$ cat src/rtl/dma_pkg.sv
package dma_pkg;
  typedef enum logic [1:0] {
    ST_IDLE = 2'd0,
    ST_REQ  = 2'd1,
    ST_XFER = 2'd2,
    ST_HOLD = 2'd3
  } dma_state_e;

  localparam logic [1:0] KIND_ADDR = 2'd0;
  localparam logic [1:0] KIND_CNT  = 2'd1;
  localparam logic [1:0] KIND_MASK = 2'd2;
endpackage

$ cat src/rtl/dma_chan_regs.sv
module dma_chan_regs #(
  parameter int AW = 16,
  parameter int CW = 16
) (
  input  logic          clk_i,
  input  logic          rst_ni,
  input  logic          wr_addr_i,
  input  logic          wr_cnt_i,
  input  logic          wr_mask_i,
  input  logic [AW-1:0] wdata_i,
  input  logic          step_i,
  output logic [AW-1:0] addr_o,
  output logic          armed_o,
  output logic          last_o
);
  logic [AW-1:0] addr_q;
  logic [CW-1:0] cnt_q;
  logic          mask_q;

  always_ff @(posedge clk_i or negedge rst_ni) begin
    if (!rst_ni) begin
      addr_q <= '0;
      cnt_q  <= '0;
      mask_q <= 1'b1;
    end else begin
      if (wr_addr_i)   addr_q <= wdata_i;
      else if (step_i) addr_q <= addr_q + 1'b1;
      if (wr_cnt_i)    cnt_q  <= CW'(wdata_i);
      else if (step_i) cnt_q  <= cnt_q - 1'b1;
      if (wr_mask_i)   mask_q <= wdata_i[0];
    end
  end

  assign addr_o  = addr_q;
  assign armed_o = !mask_q && (cnt_q != '0);
  assign last_o  = (cnt_q == CW'(1));
endmodule

$ cat src/rtl/dma_prio_arb.sv
module dma_prio_arb #(
  parameter int NCH = 4,
  localparam int CHW = $clog2(NCH)
) (
  input  logic [NCH-1:0] req_i,
  output logic           any_o,
  output logic [CHW-1:0] idx_o
);
  // lowest index wins
  always_comb begin
    idx_o = '0;
    for (int i = NCH - 1; i >= 0; i--) begin
      if (req_i[i]) idx_o = CHW'(i);
    end
  end
  assign any_o = |req_i;
endmodule

$ cat src/rtl/dma_seq.sv
module dma_seq
  import dma_pkg::*;
#(
  parameter int NCH = 4,
  localparam int CHW = $clog2(NCH)
) (
  input  logic           clk_i,
  input  logic           rst_ni,
  input  logic           any_elig_i,
  input  logic [CHW-1:0] win_idx_i,
  input  logic [NCH-1:0] drq_i,
  input  logic           hlda_i,
  input  logic           ready_i,
  input  logic           last_i,
  output logic [CHW-1:0] ch_o,
  output logic           step_o,
  output logic           hrq_o,
  output logic           xfer_o,
  output logic           hold_o,
  output logic           tc_o
);
  dma_state_e     state_q;
  logic [CHW-1:0] ch_q;
  logic           tc_q;

  always_ff @(posedge clk_i or negedge rst_ni) begin
    if (!rst_ni) begin
      state_q <= ST_IDLE;
      ch_q    <= '0;
      tc_q    <= 1'b0;
    end else begin
      unique case (state_q)
        ST_IDLE: if (any_elig_i) state_q <= ST_REQ;
        ST_REQ: begin
          if (hlda_i && any_elig_i) begin
            state_q <= ST_XFER;
            ch_q    <= win_idx_i;
          end else if (!any_elig_i) begin
            state_q <= ST_IDLE;
          end
        end
        ST_XFER: begin
          if (ready_i) begin
            state_q <= ST_HOLD;
            tc_q    <= last_i;
          end
        end
        ST_HOLD: begin
          if (!drq_i[ch_q]) begin
            tc_q <= 1'b0;
            if (any_elig_i && hlda_i) begin
              state_q <= ST_XFER;  // keep the bus for the next channel
              ch_q    <= win_idx_i;
            end else begin
              state_q <= ST_IDLE;
            end
          end
        end
        default: state_q <= ST_IDLE;
      endcase
    end
  end

  assign ch_o   = ch_q;
  assign xfer_o = (state_q == ST_XFER);
  assign hold_o = (state_q == ST_HOLD);
  assign hrq_o  = (state_q != ST_IDLE);
  assign step_o = xfer_o && ready_i;
  assign tc_o   = tc_q;
endmodule

$ cat src/rtl/dma_byte_ctrl.sv
module dma_byte_ctrl
  import dma_pkg::*;
#(
  parameter int NCH = 4,
  parameter int AW  = 16,
  parameter int CW  = 16,
  localparam int CHW = $clog2(NCH)
) (
  input  logic           clk_i,
  input  logic           rst_ni,
  input  logic           cfg_wr_i,
  input  logic [1:0]     cfg_kind_i,
  input  logic [CHW-1:0] cfg_chan_i,
  input  logic [AW-1:0]  cfg_wdata_i,
  input  logic [NCH-1:0] drq_i,
  output logic [NCH-1:0] dack_o,
  output logic           hrq_o,
  input  logic           hlda_i,
  input  logic           ready_i,
  output logic [AW-1:0]  addr_o,
  output logic           mem_wr_o,
  output logic           io_rd_o,
  output logic           bus_oe_o,
  output logic           eop_o
);
  logic [AW-1:0]  ch_addr [NCH];
  logic [NCH-1:0] armed, last, elig;
  logic [CHW-1:0] win_idx, cur_ch;
  logic           any_elig, step, xfer, hold, tc;

  for (genvar g = 0; g < NCH; g++) begin : g_chan
    logic sel;
    assign sel = cfg_wr_i && (cfg_chan_i == CHW'(g));
    dma_chan_regs #(.AW(AW), .CW(CW)) u_regs (
      .clk_i     (clk_i),
      .rst_ni    (rst_ni),
      .wr_addr_i (sel && cfg_kind_i == KIND_ADDR),
      .wr_cnt_i  (sel && cfg_kind_i == KIND_CNT),
      .wr_mask_i (sel && cfg_kind_i == KIND_MASK),
      .wdata_i   (cfg_wdata_i),
      .step_i    (step && cur_ch == CHW'(g)),
      .addr_o    (ch_addr[g]),
      .armed_o   (armed[g]),
      .last_o    (last[g])
    );
  end

  assign elig = drq_i & armed;

  dma_prio_arb #(.NCH(NCH)) u_arb (
    .req_i (elig),
    .any_o (any_elig),
    .idx_o (win_idx)
  );

  dma_seq #(.NCH(NCH)) u_seq (
    .clk_i      (clk_i),
    .rst_ni     (rst_ni),
    .any_elig_i (any_elig),
    .win_idx_i  (win_idx),
    .drq_i      (drq_i),
    .hlda_i     (hlda_i),
    .ready_i    (ready_i),
    .last_i     (last[cur_ch]),
    .ch_o       (cur_ch),
    .step_o     (step),
    .hrq_o      (hrq_o),
    .xfer_o     (xfer),
    .hold_o     (hold),
    .tc_o       (tc)
  );

  assign bus_oe_o = xfer || hold;
  assign mem_wr_o = xfer;
  assign io_rd_o  = xfer;
  assign addr_o   = bus_oe_o ? ch_addr[cur_ch] : '0;
  assign dack_o   = bus_oe_o ? (NCH'(1) << cur_ch) : '0;
  assign eop_o    = hold && tc;
endmodule


$ cat config.mk
export PLATFORM = sky130hd
export DESIGN_NAME = dma_byte_ctrl
export DESIGN_NICKNAME = d
export VERILOG_FILES = /design/src/rtl/dma_pkg.sv /design/src/rtl/dma_chan_regs.sv /design/src/rtl/dma_prio_arb.sv /design/src/rtl/dma_seq.sv /design/src/rtl/dma_byte_ctrl.sv
export SDC_FILE = /design/constraint.sdc
export NUM_CORES = 1
export LEC_CHECK = 0
export ABC_AREA = 1
export ABC_CLOCK_PERIOD_IN_PS = 2100
export BUFFER_PORTS_ARGS = -buffer_cell sky130_fd_sc_hd__buf_2
export CELL_PAD_IN_SITES_DETAIL_PLACEMENT = 2
export CELL_PAD_IN_SITES_GLOBAL_PLACEMENT = 2
export CORE_MARGIN = 2
export CORE_UTILIZATION = 35
export DETAILED_ROUTE_END_ITERATION = 8
export GPL_ROUTABILITY_DRIVEN = 1
export PLACE_DENSITY_LB_ADDON = 0.1
export SYNTH_ARGS = -nofsm -noshare
export SYNTH_HDL_FRONTEND = slang
export SYNTH_HIERARCHICAL = 1
export SYNTH_SLANG_ARGS = --single-unit
export TNS_END_PERCENT = 5
$ cat constraint.sdc
create_clock -name clk_i -period 2.1 [get_ports clk_i]
set_input_delay 0.42 -clock clk_i [delete_from_list [all_inputs] [get_ports clk_i]]
set_output_delay 0.42 -clock clk_i [all_outputs]
set_load 0.02 [all_outputs]
==> key figures <==
Power and ir drop
  • Clock power frac: 0.180
  • Total Power: 17.0 mW
  • Net Sw Power: 8.17 mW
  • Gate power share: 0.503
  • PwrDens: 1410 nW/µm²
  • Seq pwr share: 0.317
  • Max VDD drop: 0.484 mV
  • LEAKAGE: 5.85 nW
  • Sw Share: 0.481
  • Internal: 8.83 mW

Place
  • Routability cong.: 0.816
  • Place WS: -158 ps
  • Port bufs: 53
  • HPWL Detailed: 30.8 mm
  • DP Area: 11,200 µm²

Global route
  • Initial antenna violation count: 0
  • First-pass GRT wire length: 68.8 mm
  • Total GRT Usage: 0.294
  • GR Overflow Total: 0
  • Largest net degree at the start of global routing: 52
  • Number of global-route vias before repair: 11,900

Timing
  • RSZ-0062 raised after global routing: yes
  • Hold Fails Final Rpt: 0
  • Maximum clock rate: 441 MHz
  • Minimum clock period: 2270 ps
  • Relative max-transition margin: 0.630
  • Final WS setup: -165 ps
  • Setup-failing EPs final: 24
  • Slew Viols, Final: 0
  • Final period util: 1.08
  • Actual slew at the worst max-slew pin: 555 ps
  • Worst Clk Skew: 14.8 ps

Floorplan
  • Die Y-Extent: 173 µm
  • Row count: 61
  • Die extent in x: 173 µm
  • Core Area: 28,000 µm²
  • Effective utilization at floorplan: 0.358
  • Ports: 54
  • Die area: 30,000 µm²

Cells and area
  • Final nets: 1,646
  • Commonest non-fill, non-tap cell in the layout: nand2_1
  • Post-route cell area: 12,000 µm²
  • Final Util: 0.430
  • Most frequent cells in the layout: nand2_1, nor2_1, nand3_1, inv_1, dfrtp_1
  • Share of layout cells above drive strength 1: 0.195
  • Area grow syn2layout: 20.0%
  • ANT cells: 0

Logic synthesis
  • Net Count, Synth: 1,520
  • Register area share after synthesis: 0.342
  • Synth cell types: 33
  • Mapped cell area: 10,000 µm²
  • Mapped Cells: 1,479
  • Syn Area/Cell: 6.78 µm²
  • #FFs+latches synth: 137
  • Yosys warns: 6

Setup path
  • CP top delay family: buffers and inverters
  • Worst path max stage delay: 440 ps
  • Arrival time at the worst endpoint: 1850 ps
  • Critical Path RT: 1680 ps
  • Crit path max-delay cell type: dfrtp_2
  • Crit-path cells: buf_12 -> nor2_4 -> buf_12 -> nand2_1 -> nand2_2 -> nor2_1 -> nor2_1 -> buf_4
  • WP buf/inv: 3
  • R2r setup slk: -160 ps
  • Setup Crit Path Kind: reg -> out
  • CP Capture Type: primary output
  • Critical path peak fanout: 21
  • CP startpoint kind: register

Routing
  • Antenna Nets Post-Route: 0
  • Vias per cell: 5.52
  • DRT Wirelength: 44.5 mm
  • Routed vias: 11,000
  • Drt drc: 0
  • First-pass iteration count of the detailed router: 5
  • Initial drt markers: 732
  • Routed len/inst: 22.3 µm

CTS
  • CTS clk-pin slew, worst paths: 70 ps
  • Longest Clk Path Bufs: 2
  • Clock sinks: 137
  • Root Buffer: clkbuf_16
  • H-tree depth: 4
  • CTS buffer count: 17
  • CTS tree: built
  • Worst-skew pair later-pin latency: 430 ps

Flow run
  • MaxCap Viol Count: 0

Run status
  • Outcome: complete, but fails checks
  • Failing checks: setup timing

Hold path
  • Worst Hold Class: in -> async
[state kept, by name, summed over array words and instances (netlist names), named ones only]
signal,flops
g_chan.u_regs/addr_o,64
g_chan.u_regs/cnt_q,64
g_chan.u_regs/mask_q,4
u_seq/tc_o,1
u_seq/ch_o,2
u_seq/state_q,1
[layer usage]
layer | vias to the layer above | global-route usage | wire length (µm)
met4 | 0 | 0.0890 | 1110
met3 | 54 | 0.0333 | 1500
met1 | 5669 | 0.384 | 19800
li1 | 5078 | - | -
met2 | 220 | 0.509 | 22100
met5 | - | 0 | 0
[power by group through the flow]
stage	clock network (mW)	registers, mW	logic (mW)
global placement	0	5.30	7.48
finish	3.06	5.39	8.55
CTS	3.10	5.35	8.22
floorplan	0	4.90	5.19
global route	3.21	5.60	9.51
detailed placement	0	5.35	7.87
[timing repair]
action                     4_1_cts  5_1_grt
gates cloned                     0        1
resized for setup               37       38
pin swaps                        3        4
hold buffers                     1        0
hold endpoints to repair        12        0
buffers inserted                 3        3
setup endpoints to repair       74       88
[cells in the mapped netlist, drive strengths merged]
cell	n	area, µm²
o211ai	17	128
nand3b	7	52.6
buf	35	288
xor2	17	149
inv	165	619
o21ai	61	305
o221ai	10	87.6
xnor2	9	78.8
o21bai	12	90.1
a22oi	77	578
nand4	21	131
nor3	12	60.1
nor2	230	1040
nand3	172	903
dfstp	4	105
ha	12	150
mux2	3	33.8
clkbuf	7	26.3
dfrtp	133	3330
nand2	457	1780
a21oi	18	97.6
[through the flow]
step	instances	hold slack (ps)	TNS (ps)
floorplan	1479	124	0
global placement	1956	268	-1250
detailed placement	1956	268	-3160
CTS	1991	352	-2880
global route	1995	403	-5080
finish	1995	395	-2350
[final cells by class]
| type | count | area [µm²] |
|---|---|---|
| fill | 3444 | 16000 |
| tap | 378 | 473 |
| timing repair buffer | 149 | 1160 |
| multi-input combinational | 1135 | 5780 |
| sequential | 137 | 3440 |
| inverter | 165 | 631 |
| clock inverter | 9 | 98.8 |
| clock buffer | 22 | 464 |
[kinds of logic after synthesis]
logic type                 share of synthesized area
adders and majority gates                     0.0150
xor gates and xnor gates                      0.0227
DFF                                            0.342
buffers and inverters                         0.0930
AOI/OAI and AO/OA                              0.128
and+or+nand+nor                                0.396
muxes                                        0.00337
[worst paths after layout]
kind,startpoint,to,cells after the start
worst max-delay path,u_seq/ch_o[0]$_DFFE_PN0P_,addr_o[8],8
worst min-delay path,rst_ni,g_chan[2].u_regs/cnt_q[8]$_DFFE_PN0P_,2
worst max register to register,g_chan[3].u_regs/cnt_q[0]$_DFFE_PN0P_,u_seq/ch_o[0]$_DFFE_PN0P_,16
worst min register to register,u_seq/tc_o$_DFFE_PN0P_,u_seq/tc_o$_DFFE_PN0P_,2
max in group asynchronous,rst_ni,g_chan[1].u_regs/mask_q$_DFFE_PN1P_,3
min in group clk_i,ready_i,u_seq/tc_o$_DFFE_PN0P_,5
No activity file was read; power rests on OpenSTA's default activity.
